**config.mk**
```make
export PLATFORM = sky130hd
export DESIGN_NAME = prio_thresh_arb
export DESIGN_NICKNAME = d
export VERILOG_FILES = /design/src/rtl/prio_arb_pkg.sv /design/src/rtl/prio_unpack.sv /design/src/rtl/prio_tree.sv /design/src/rtl/thresh_detect.sv /design/src/rtl/prio_thresh_arb.sv
export SDC_FILE = /design/constraint.sdc
export NUM_CORES = 1
export LEC_CHECK = 0
export BUFFER_PORTS_ARGS = -buffer_cell sky130_fd_sc_hd__buf_2
export CAP_MARGIN = 20
export CORE_MARGIN = 10
export CORE_UTILIZATION = 54
export CTS_CLUSTER_SIZE = 10
export DETAILED_ROUTE_END_ITERATION = 8
export GPL_ROUTABILITY_DRIVEN = 0
export PLACE_DENSITY = 0.88
export SYNTH_ARGS = -nofsm -noshare
export SYNTH_HDL_FRONTEND = slang
export SYNTH_SLANG_ARGS = --single-unit
```
**constraint.sdc**
```tcl
create_clock -name clk -period 14.4 [get_ports clk]
set_input_delay 3.6 -clock clk [delete_from_list [all_inputs] [get_ports clk]]
set_output_delay 3.6 -clock clk [all_outputs]
set_load 0.005 [all_outputs]
```
**src/rtl/prio_arb_pkg.sv**
```systemverilog
package prio_arb_pkg;

    parameter int NUM_SRC   = 64;
    parameter int PRIO_W    = 4;
    parameter int WORD_W    = 32;

    localparam int IDX_W     = $clog2(NUM_SRC);
    localparam int PER_WORD  = WORD_W / PRIO_W;
    localparam int NUM_WORDS = NUM_SRC / PER_WORD;
    localparam int THR_W     = PRIO_W + 1;
    localparam int RES_W     = 32;
    localparam int RES_IDX_LSB = 16;

    typedef struct packed {
        logic             valid;
        logic [IDX_W-1:0] idx;
        logic [PRIO_W-1:0] prio;
    } cand_t;

    localparam cand_t CAND_NONE = '{valid: 1'b0, idx: '0, prio: '0};

    // hi holds only higher source numbers than lo; equal priority goes to hi
    function automatic cand_t pick(input cand_t lo, input cand_t hi);
        cand_t r;
        if (!hi.valid)
            r = lo;
        else if (!lo.valid)
            r = hi;
        else if (hi.prio >= lo.prio)
            r = hi;
        else
            r = lo;
        return r;
    endfunction

    function automatic logic [RES_W-1:0] pack_result(input cand_t c);
        logic [RES_W-1:0] w;
        w = '0;
        if (c.valid) begin
            w[RES_IDX_LSB +: IDX_W] = c.idx;
            w[0 +: PRIO_W]          = c.prio;
        end else begin
            w = '1;
        end
        return w;
    endfunction

endpackage

```
**src/rtl/prio_unpack.sv**
```systemverilog
module prio_unpack
    import prio_arb_pkg::*;
(
    input  logic [NUM_WORDS*WORD_W-1:0]  words_i,
    output logic [NUM_SRC-1:0][PRIO_W-1:0] prio_o
);
    for (genvar n = 0; n < NUM_SRC; n++) begin : g_src
        localparam int WSEL = n / PER_WORD;
        localparam int FSEL = (n % PER_WORD) * PRIO_W;
        assign prio_o[n] = words_i[WSEL*WORD_W + FSEL +: PRIO_W];
    end
endmodule

```
**src/rtl/prio_tree.sv**
```systemverilog
module prio_tree
    import prio_arb_pkg::*;
(
    input  logic [NUM_SRC-1:0]             req_i,
    input  logic [NUM_SRC-1:0][PRIO_W-1:0] prio_i,
    output cand_t                          win_o
);
    cand_t leaf [NUM_SRC];

    for (genvar n = 0; n < NUM_SRC; n++) begin : g_leaf
        assign leaf[n].valid = req_i[n];
        assign leaf[n].idx   = req_i[n] ? IDX_W'(n) : '0;
        assign leaf[n].prio  = req_i[n] ? prio_i[n] : '0;
    end

    always_comb begin
        cand_t work [NUM_SRC];
        for (int j = 0; j < NUM_SRC; j++)
            work[j] = leaf[j];
        for (int span = NUM_SRC / 2; span >= 1; span = span / 2) begin
            for (int j = 0; j < span; j++)
                work[j] = pick(work[2*j], work[2*j+1]);
        end
        win_o = work[0];
    end
endmodule

```
**src/rtl/thresh_detect.sv**
```systemverilog
module thresh_detect
    import prio_arb_pkg::*;
(
    input  logic [NUM_SRC-1:0]             req_i,
    input  logic [NUM_SRC-1:0][PRIO_W-1:0] prio_i,
    input  logic [THR_W-1:0]               thresh_i,
    output logic                           irq_o
);
    logic [NUM_SRC-1:0] above;

    for (genvar n = 0; n < NUM_SRC; n++) begin : g_cmp
        assign above[n] = req_i[n] && ({1'b0, prio_i[n]} > thresh_i);
    end

    assign irq_o = (&thresh_i) ? (|req_i) : (|above);
endmodule

```
**src/rtl/prio_thresh_arb.sv**
```systemverilog
module prio_thresh_arb
    import prio_arb_pkg::*;
(
    input  logic                          clk,
    input  logic                          rst,
    input  logic [NUM_SRC-1:0]            req_i,
    input  logic [NUM_WORDS*WORD_W-1:0]   prio_words_i,
    input  logic [THR_W-1:0]              thresh_i,
    output logic [IDX_W-1:0]              win_idx_o,
    output logic [PRIO_W-1:0]             win_prio_o,
    output logic                          win_valid_o,
    output logic                          irq_o,
    output logic [RES_W-1:0]              result_o
);
    logic [NUM_SRC-1:0][PRIO_W-1:0] prio;
    cand_t win_d;
    cand_t win_q;
    logic  irq_d;
    logic  irq_q;
    logic [RES_W-1:0] res_q;

    prio_unpack u_unpack (
        .words_i (prio_words_i),
        .prio_o  (prio)
    );

    prio_tree u_tree (
        .req_i  (req_i),
        .prio_i (prio),
        .win_o  (win_d)
    );

    thresh_detect u_thr (
        .req_i    (req_i),
        .prio_i   (prio),
        .thresh_i (thresh_i),
        .irq_o    (irq_d)
    );

    always_ff @(posedge clk) begin
        if (rst) begin
            win_q <= CAND_NONE;
            irq_q <= 1'b0;
            res_q <= '1;
        end else begin
            win_q <= win_d;
            irq_q <= irq_d;
            res_q <= pack_result(win_d);
        end
    end

    assign win_idx_o   = win_q.idx;
    assign win_prio_o  = win_q.prio;
    assign win_valid_o = win_q.valid;
    assign irq_o       = irq_q;
    assign result_o    = res_q;
endmodule

```
==> metrics.md, run 1 <==
| Metric | Value |
|---|---|
| Status | finished clean |
| CP Launch Type | input pin |
| Max stage delay on crit path | 0.40 ns |
| Final period utilization | 95.1% |
| Most common cell after layout, fill and taps aside | ha_1 |
| Synth area leader | ha_1 |
| Met2 Track Usage GR | a little under 50% |
| Drt pass-1 iters | 5 |
| Layout cells sized above 1 | about 18% |
| Final ANT Viol Nets | 0 |
| Ys async rst share | 0% |
| Detail Placement HPWL | 54.3 mm |
| Final WL | 63.8 mm |
| Clock root buffer | clkbuf_16 |
| Static Leak | 10.8 nW |
| Setup tns final | 0 ns |
| Hold slack | 3.61 ns |
| Max_slew headroom | 39.7% |
| Post-synth top area share | a little over a third |
| Synth Instances | 2408 |
| Number of I/O port buffers | 370 |
| CP required | about 15 ns |
| Starting Density | 55.0% |
| Met3 Use GR | under 10% |
| Area grow syn2layout | 12.5% |
| WL per Instance | ~20 um |
| Pwr/cell area | 113 nW/um2 |
| Sequential area share after synthesis | 2.56% |
| Placed Area | 20100 um2 |
| Synth Flop Type | dfxtp_1 |
| MaxCap Viol Count | 0 |
| Mapped Area | about 18000 um2 |
| Die width | between 200 and 250 um |
| Clock net sink count | 23 |
| Vias in the first global route | 19.8k |
| Net Count, Synth | 3243 |
| Initial antenna violation count | 22 |
| Cell area after layout | 20200 um2 |
| CP max FO | 13 |
| Final WS setup | about 0.70 ns |
| Worst Path Class, Setup | in2reg |
| Synth cell types | 74 |
| Most frequent cells in the layout | ha_1, buf_2, inv_1, nand2_1, a21oi_1 |
| Hold Path Depth | 2 |
| Congestion Overflow GR | 0 |
| M1 GR Usage | 34.1% |
| CTS clk-pin slew, worst paths | ~0.070 ns |
| Worst slew pin tran | 0.896 ns |
| Critical-path top delay cell | o21ai_1 |
| Largest net degree at the start of global routing | 47 |
| #FFs+latches synth | 23 |
| Longest Clk Path Bufs | 2 |
| Crit-path most repeated cell | ha_1 |
| Post-synth EDFFs | 0 |
| Highest clock rate | 0.0730 GHz |
| CORE AREA | 32700 um2 |
| Num CTS Buffers | 3 |
| DRC Markers | 0 |
| Top post-synthesis cells by area | ha_1, mux2i_1, inv_1 |
| Crit path arrival time | 13.85 ns |
| Setup crit end kind | flip-flop |
| H-tree Lvls | 1 |
| Slew Limit Fails | 0 |
| Nets | 3560 |
| VDD IR max | roughly 0.22 mV |
| Final Hold Fails | 0 |
| Fin crit period | approximately 14 ns |
| Num rows | 66 |
| Syn avg cell area | 7.46 um2 |
| Height of the die | a little over 200 um |
| Busiest grt layer | met2 |
| Setup violators final | 0 |
| Die Area | 41000 um2 |
| Global-route wire length before repair | 99.2 mm |
| GRT Resource Usage Total | 29.0% |
| CTS tree | yes |
| Routed via count | 19.7k |
| DR vias/cell | 6.20 |
| RSZ-0062 raised after global routing | false |
| Iteration-0 DRC Markers | 1284 |
| DP Worst Slack | 0.0733 ns |
| Min-delay src | rst |
| Ys Warns | 0 |
| # IOs | 371 |
| Hold_buf cts | 0 |
| Class of the worst hold path | in2reg |
| Hold Crit Endpoint | win_idx_o[3] |
## where the power goes
| part | switching (mW) | total (mW) | leakage (nW) | internal [mW] |
|---|---|---|---|---|
| sequential | 0.0198 | 0.126 | 0.192 | 0.107 |
| clock | 0.0268 | 0.0646 | 0.0372 | 0.0378 |
| combinational | 1.24 | 2.09 | 10.6 | 0.855 |
| total | 1.28 | 2.28 | 10.8 | 1.00 |
## metal layers
layer  up-vias  routed length [um]
met2       899               29700
met1      9210               25700
li1       9397                   -
met5         -                  38
met3       227                4960
met4         6                3460
## logic make-up (layout without fill, tap and decap cells)
logic type / Yosys count / in the layout / synth area share (%)
multiplexers: 206 / 206 / 11.9
AND/OR/NAND/NOR: 714 / 714 / 20.9
AO/OA/AOI/OAI: 580 / 580 / 20.7
flip-flops: 23 / 23 / 2.56
other: 0 / 19 / 0
adder cells (fa/ha/maj): 508 / 508 / 35.4
buffers and inverters: 377 / 693 / 8.48
## layout make-up
type                            instances  area (um2)
Clock buffer                            3        75.1
Clock inverter                          1        7.51
Inverter                              315        1180
Timing Repair Buffer                  374        1880
Tap cell                              442         553
Antenna cell                           19        47.5
Fill cell                            2884       12500
Multi-Input combinational cell       2008       16000
Sequential cell                        23         460
## cells in the mapped netlist (9+ instances only)
cell,number
a21o_1,15
a21oi_1,189
a221o_1,11
a31oi_1,45
and2_1,148
buf_2,16
buf_4,23
clkbuf_1,21
dfxtp_1,23
ha_1,508
inv_1,313
mux2_2,66
mux2i_1,140
nand2_1,234
nand2b_1,20
nand3_1,15
nand3b_1,30
nand4_1,72
nor2_1,88
nor2b_1,43
nor3_1,12
nor3b_1,10
nor4_1,10
o211ai_1,61
o21ai_0,78
o21ai_1,28
o21ai_2,13
o21bai_1,22
o221ai_1,10
o22a_1,11
o22ai_1,11
o31a_1,9
o31ai_1,10
## worst max-delay path: cells and delay by family
kind	cells	cell delay, ns
compound gates	16	4.31
buf+inv	6	0.63
mux	3	0.92
simple gates	15	2.73
fa+ha+maj	6	1.64
## stage by stage
| step | instances | power [mW] | util (%) |
|---|---|---|---|
| final | 3185 | 2.28 | 61.9 |
| after global routing | 3183 | 2.50 | 61.8 |
| after CTS | 3166 | 2.21 | 61.6 |
| after detailed placement | 3162 | 2.13 | 61.4 |
| after global placement | 3162 | 2.02 | 61.4 |
| after floorplan | 2408 | 1.61 | - |
## worst max-delay path by stage
stage	start	to	slack (ns)	cells after the start
after floorplan	req_i[8]	result_o[1]	1.58	43
after global placement	req_i[32]	result_o[3]	0.48	46
after detailed placement	req_i[32]	result_o[2]	0.07	46
after CTS	req_i[32]	result_o[2]	0.29	46
after global routing	req_i[32]	result_o[2]	0.12	46
final	req_i[32]	result_o[2]	0.70	46
## registers in the layout (all words and copies together) (netlist names)
| signal | cells |
|---|---|
| win_idx_o | 6 |
| result_o | 11 |
| win_valid_o | 1 |
| irq_o | 1 |
| win_prio_o | 4 |
## timing repair
item	CTS	global route
setup endpoints to repair	0	20
gates resized for setup	0	6
setup buffers	0	0
hold endpoints to repair	0	0
Power figures use the tool's default switching activity.
==> run 2, diff against run 1 <==
Settings changed: CTS_CLUSTER_DIAMETER set to 50, PLACE_DENSITY 0.88 to 0.87, SYNTH_HIERARCHICAL set to 1.
==> run 2 against run 1 <==
Effect of this change:
- count of clock-buffer cells in the layout stayed put
- design area is 0.39% higher
- non-clock buffer count is 10 higher
- hold slack better by 0.062 ns
- sequential share of layout area hardly changed
- area after synthesis is 10% higher
- die area is 9.1% higher
- routed wire length is 1.3% higher
==> metrics.md, run 2 <==
| Metric | Value |
|---|---|
| Status | finished clean |
| Num CTS Buffers | 3 (unchanged) |
| Fin crit period | 13.78 ns (+0.0813 ns) |
| Slew Limit Fails | 0 (unchanged) |
| Crit path arrival time | 13.93 ns (+0.08 ns) |
| GRT Resource Usage Total | 27.3% (-1.7 points) |
| Fin cells | 3199 (+0.44%) |
| Synth Flop Type | dfxtp_1 |
| Clock net sink count | 23 (unchanged) |
| Final WS setup | 0.617 ns (-0.0813 ns) |
| Final ANT Viol Nets | 0 (unchanged) |
| # IOs | 371 (unchanged) |
| Static Leak | 10.7 nW (-0.98%) |
| DRC Markers | 0 (unchanged) |
| Mapped Area | 19800 um2 (+10%) |
| Pwr Total | 2.47 mW (+8.1%) |
| Initial antenna violation count | 10 (-55%) |
| Post-synth top area share | 32.1% (-3.2 points) |
| Starting Density | 54.5% (-0.51 points) |
| CTS tree | yes |
| FILL cells | 3405 (+18%) |
| Net Count, Synth | 3471 (+7.0%) |
| Top post-synthesis cells by area | ha_1, buf_4, mux2i_1 |
| Max stage delay on crit path | 0.53 ns (+0.13 ns) |
| Crit-path most repeated cell | ha_1 |
| Die width | 211 um (+4.4%) |
| Number of I/O port buffers | 370 (unchanged) |
| Synth area leader | ha_1 |
| Final period utilization | 95.7% (+0.56 points) |
| Max FFs per register | 11 (unchanged) |
| Iteration-0 DRC Markers | 1597 (+24%) |
| Area grow syn2layout | 2.60% |
| Most numerous cell in the Yosys netlist | ha_1 |
| Final WL | 64.6 mm (+1.3%) |
| WL per Instance | 20.2 um (+0.82%) |
| Die Area | 44700 um2 (+9.1%) |
| Setup crit end kind | flip-flop |
| Sequential area share after synthesis | 2.33% (-0.24 points) |
| Most common cell after layout, fill and taps aside | ha_1 |
| Drt pass-1 iters | 5 (unchanged) |
| Synth cell types | 72 (-2.7%) |
| CP max FO | 12 (-1) |
| Max_slew headroom | 39.0% (-0.75 points) |
| CORE AREA | 36300 um2 (+11%) |
| MaxCap Viol Count | 0 (unchanged) |
| CP required | 14.54 ns (about the same) |
| Longest Clk Path Bufs | 2 (unchanged) |
| Worst slew pin tran | 0.914 ns (+0.0181 ns) |
| CTS clk-pin slew, worst paths | 0.06 ns (about the same) |
| Class of the worst hold path | in2reg |
| DP Worst Slack | -0.0796 ns (-0.153 ns) |
| Most frequent cells in the layout | ha_1, buf_2, inv_1, nand2_1, a21oi_1 |
| #FFs+latches synth | 23 (unchanged) |
| Detail Placement HPWL | 55.1 mm (+1.4%) |
| CP Launch Type | input pin |
| Routed via count | 19.2k (-2.8%) |
| Clock root buffer | clkbuf_16 |
| Setup violators final | 0 (unchanged) |
| Largest net degree at the start of global routing | 42 (-11%) |
| Most frequent cells after synthesis | ha_1, buf_4, inv_1 |
| Final Hold Fails | 0 (unchanged) |
| Num rows | 70 (+6.1%) |
| DR vias/cell | 6.00 (-3.3%) |
| Ys Warns | 6 (+6) |
| Worst Path Class, Setup | in2reg |
| Pwr/cell area | 121 nW/um2 (+7.6%) |
| H-tree Lvls | 1 (unchanged) |
| Critical-path top delay cell | or4_1 |
| Highest clock rate | 0.0726 GHz (-0.59%) |
| Post-synth EDFFs | 0 (unchanged) |
| Synth Instances | 2636 (+9.5%) |
| Vias in the first global route | 18.6k (-6.2%) |
| Layout cells sized above 1 | 18.4% (about the same) |
| Setup tns final | 0 ns (unchanged) |
| Dpl cells | 3189 (+0.85%) |
| Nets | 3562 (+0.056%) |
| Syn avg cell area | 7.51 um2 (+0.59%) |
| Ys async rst share | 0% (unchanged) |
| VDD IR max | 0.273 mV (+24%) |
| Congestion Overflow GR | 0 (unchanged) |
| Global-route wire length before repair | 98.6 mm (-0.53%) |
| RSZ-0062 raised after global routing | false |
| Height of the die | 211 um (+4.4%) |
run 2: cell count changes after synthesis, moves of 17 or more:
| cell | delta |
|---|---|
| clkbuf_1 | -17 |
| a31oi_1 | -27 |
| nor2b_1 | +50 |
| nor2_1 | +28 |
| a21oi_1 | -19 |
| nand2_1 | -17 |
| nor4_1 | +28 |
| buf_4 | +256 |
| o211ai_1 | +18 |
| o21ai_0 | -25 |
| inv_1 | -43 |
run 2: area by class of cell:
type / instances / area, um2 / area share [%]
diodes: 5 / 12.5 / 0.0616
clock buffers: 3 / 75.1 / 0.370
clock inverters: 1 / 7.51 / 0.0370
inverters: 272 / 1020 / 5.03
multi-input cells: 2043 / 16200 / 79.7
flip-flops and latches: 23 / 460 / 2.27
well taps: 468 / 586 / 2.88
repair buffers: 384 / 1970 / 9.70
run 2: repair_timing:
item / CTS / global route
hold buffers: 0 / 0
resized for setup: 0 / 18
setup buffers: 0 / 1
endpoints found under the setup margin: 0 / 19
run 2: per-stage QoR:
step                      hold WS (ns)  util (%)  cell area (um2)
after floorplan                   3.70         -            19800
after global placement            3.93      55.4            20100
after detailed placement          3.94      55.4            20100
after CTS                         3.67      55.6            20200
after global routing              3.68      55.9            20300
final                             3.67      55.9            20300
run 2: kinds of logic after synthesis:
group	synth area share, %
fa+ha+maj	32.1
buf+inv	16.3
compound gates	17.2
mux	9.68
flops	2.33
simple gates	22.4
run 2: where the power goes:
part	switching [mW]	internal, mW	leakage, nW
sequential	0.00967	0.105	0.192
clock	0.0242	0.0377	0.0371
combinational	1.32	0.974	10.5
total	1.35	1.12	10.7
run 2: critical path, delay by kind of cell:
| kind | cells | cell delay, ns |
|---|---|---|
| multiplexers | 4 | 1.34 |
| AO/OA/AOI/OAI | 20 | 3.49 |
| adder cells (fa/ha/maj) | 6 | 1.64 |
| buffers and inverters | 5 | 0.44 |
| AND/OR/NAND/NOR | 15 | 3.38 |
run 2: path summary, 6_finish.rpt:
path / from / to / slack (ns) / depth (start not counted)
worst min-delay path: thresh_i[4] / irq_o / 3.67 / 3
worst max-delay path: req_i[14] / result_o[16] / 0.62 / 50
run 2: per-layer routing:
metal / wire (um) / up-vias / GRT usage (%) / part of all wire, %
li1: - / 9404 / - / -
met3: 4510 / 130 / 3.77 / 7.0
met2: 30200 / 773 / 47.6 / 47
met1: 27300 / 8862 / 33.2 / 42
met5: 73 / - / 0 / 0.11
met4: 2480 / 10 / 10.0 / 3.8
==> run 3, diff against run 2 <==
Settings changed: CAP_MARGIN 20 to unset, CORE_ASPECT_RATIO set to 2, PLACE_DENSITY 0.87 to 0.88, SYNTH_HIERARCHICAL 1 to unset.
==> run 3 against run 2 <==
Effect of this change:
- total power shrank 5.3%
- sequential share of layout area is essentially flat
- critical path depth shrank 5
- non-clock buffer count shrank 10
- combinational power shrank 6%
- fmax shrank 0.72%
- global-route usage grew 4.5 points
- core utilization grew 5.5 points
- clock power shrank 3.2%
- cell count shrank 1.0%
- sequential power grew 4%
- die area shrank 7.3%
==> metrics.md, run 3 (synthesis results as in run 1) <==
| Metric | Value |
|---|---|
| CP Launch Type | input pin |
| Iteration-0 DRC Markers | 1247 (-22%) |
| Final ANT Viol Nets | 0 (unchanged) |
| Worst setup path start | req_i[34] |
| Static Leak | 10.8 nW (+1.0%) |
| Crit path arrival time | 14.02 ns (+0.09 ns) |
| Class of the worst hold path | in2reg |
| Final WS setup | 0.517 ns (-0.0999 ns) |
| CP max FO | 13 (+1) |
| Status | finished clean |
| Number of I/O port buffers | 370 (unchanged) |
| CTS tree | yes |
| CTS clk-pin slew, worst paths | 0.06 ns (about the same) |
| CORE AREA | 32900 um2 (-9.4%) |
| Crit path capture | result_o[1] |
| H-tree Lvls | 1 (unchanged) |
| Most frequent cells in the layout | ha_1, buf_2, inv_1, nand2_1, a21oi_1 |
| Die Area | 41400 um2 (-7.3%) |
| Longest Clk Path Bufs | 2 (unchanged) |
| Height of the die | 278 um (+31%) |
| Routed via count | 20.3k (+5.9%) |
| Setup crit end kind | flip-flop |
| Detail Placement HPWL | 58.0 mm (+5.2%) |
| Setup violators final | 0 (unchanged) |
| Num rows | 94 (+34%) |
| Num CTS Buffers | 3 (unchanged) |
| Final WL | 68.9 mm (+6.6%) |
| Clock net sink count | 23 (unchanged) |
| Most common cell after layout, fill and taps aside | ha_1 |
| GRT Resource Usage Total | 31.7% (+4.5 points) |
| RSZ-0062 raised after global routing | false |
| Die width | 149 um (-30%) |
| Drt pass-1 iters | 6 (+1) |
| MaxCap Viol Count | 0 (unchanged) |
| Pwr/cell area | 116 nW/um2 (-4.8%) |
| Congestion Overflow GR | 0 (unchanged) |
| Layout cells sized above 1 | 18.4% (about the same) |
| Setup tns final | 0 ns (unchanged) |
| Initial antenna violation count | 11 (+1) |
| Final Hold Fails | 0 (unchanged) |
| CP required | 14.54 ns (about the same) |
| Fin crit period | 13.88 ns (+0.0999 ns) |
| FILL cells | 2817 (-17%) |
| Global-route wire length before repair | 107 mm (+8.4%) |
| Nets | 3560 (-0.056%) |
| Starting Density | 54.6% (+0.13 points) |
| Slew Limit Fails | 0 (unchanged) |
| # IOs | 371 (unchanged) |
| DP Worst Slack | -0.0700 ns (+0.00959 ns) |
| Clock root buffer | clkbuf_16 |
| Worst Path Class, Setup | in2reg |
| Max stage delay on crit path | 0.52 ns (about the same) |
| WL per Instance | 21.8 um (+7.7%) |
| Final period utilization | 96.4% (+0.69 points) |
| Area grow syn2layout | 12.4% |
| DR vias/cell | 6.42 (+7.0%) |
| Max_slew headroom | 27.6% (-11 points) |
| Worst slew pin tran | 1.08 ns (+0.161 ns) |
| Largest net degree at the start of global routing | 56 (+33%) |
| Highest clock rate | 0.0720 GHz (-0.72%) |
| VDD IR max | 0.260 mV (-4.8%) |
| Critical-path top delay cell | a221oi_1 |
| Hold_buf cts | 0 (unchanged) |
| Vias in the first global route | 21.5k (+16%) |
| Crit-path most repeated cell | ha_1 |
| Max FFs per register | 11 (unchanged) |
| DRC Markers | 0 (unchanged) |
run 3: cell count changes in the layout (fill, tap and decap cells not counted), moves of 20 or more:
cell | before | now
inv_1 | 267 | 310
a21oi_1 | 169 | 189
o21ai_0 | 51 | 78
nor4_1 | 38 | 10
a31oi_1 | 18 | 45
nor2_1 | 109 | 88
nor2b_1 | 93 | 43
run 3: layout make-up:
class	instances	area [um2]	area share [%]
Multi-Input combinational cell	2008	16000	79.3
Timing Repair Buffer	374	1880	9.31
Inverter	315	1180	5.85
Tap cell	432	541	2.68
Sequential cell	23	460	2.28
Clock buffer	3	75.1	0.372
Antenna cell	11	27.5	0.136
Clock inverter	1	7.51	0.0372
run 3: stage by stage:
stage                     cells  cell area, um2  hold slack, ns  utilization [%]  power (mW)
after detailed placement   3152           20100            3.88             60.9        2.18
final                      3167           20200            3.62             61.4        2.34
after floorplan            2408           18000            3.67                -        1.61
after CTS                  3156           20100            3.61             61.2        2.25
after global placement     3152           20100            3.87             60.9        2.05
after global routing       3166           20200            3.61             61.3        2.55
run 3: metal layers:
layer  routed length [um]  vias to the layer above  track usage (%)
li1                     -                     9369                -
met1                22500                     9402             28.9
met2                34400                     1110             57.1
met3                 4610                      436             6.16
met4                 7410                        2             29.3
met5                   14                        -                0
run 3: critical path, delay by kind of cell:
kind / cells / cell delay, ns
mux: 3 / 1.00
compound gates: 17 / 4.51
simple gates: 14 / 2.68
fa+ha+maj: 6 / 1.63
buf+inv: 5 / 0.62
run 3: report_power, final:
part           switching [mW]  internal (mW)  leakage, nW
registers              0.0117          0.107        0.192
clock network          0.0223         0.0376       0.0372
logic                    1.29          0.864         10.6
run 3: worst min-delay path by stage:
stage               startpoint            to  slack [ns]  cells past startpoint
finish                     rst  win_idx_o[4]        3.62                      2
global route               rst  win_idx_o[4]        3.61                      2
CTS                        rst  win_idx_o[4]        3.61                      2
detailed placement         rst  win_idx_o[3]        3.88                      2
global placement           rst  win_idx_o[3]        3.87                      2
floorplan                  rst  win_idx_o[3]        3.67                      1
run 3: timing repair:
action / in CTS / in global routing
buffers inserted: 0 / 0
endpoints found under the hold margin: 0 / 0
gates resized for setup: 0 / 7
setup endpoints to repair: 0 / 20
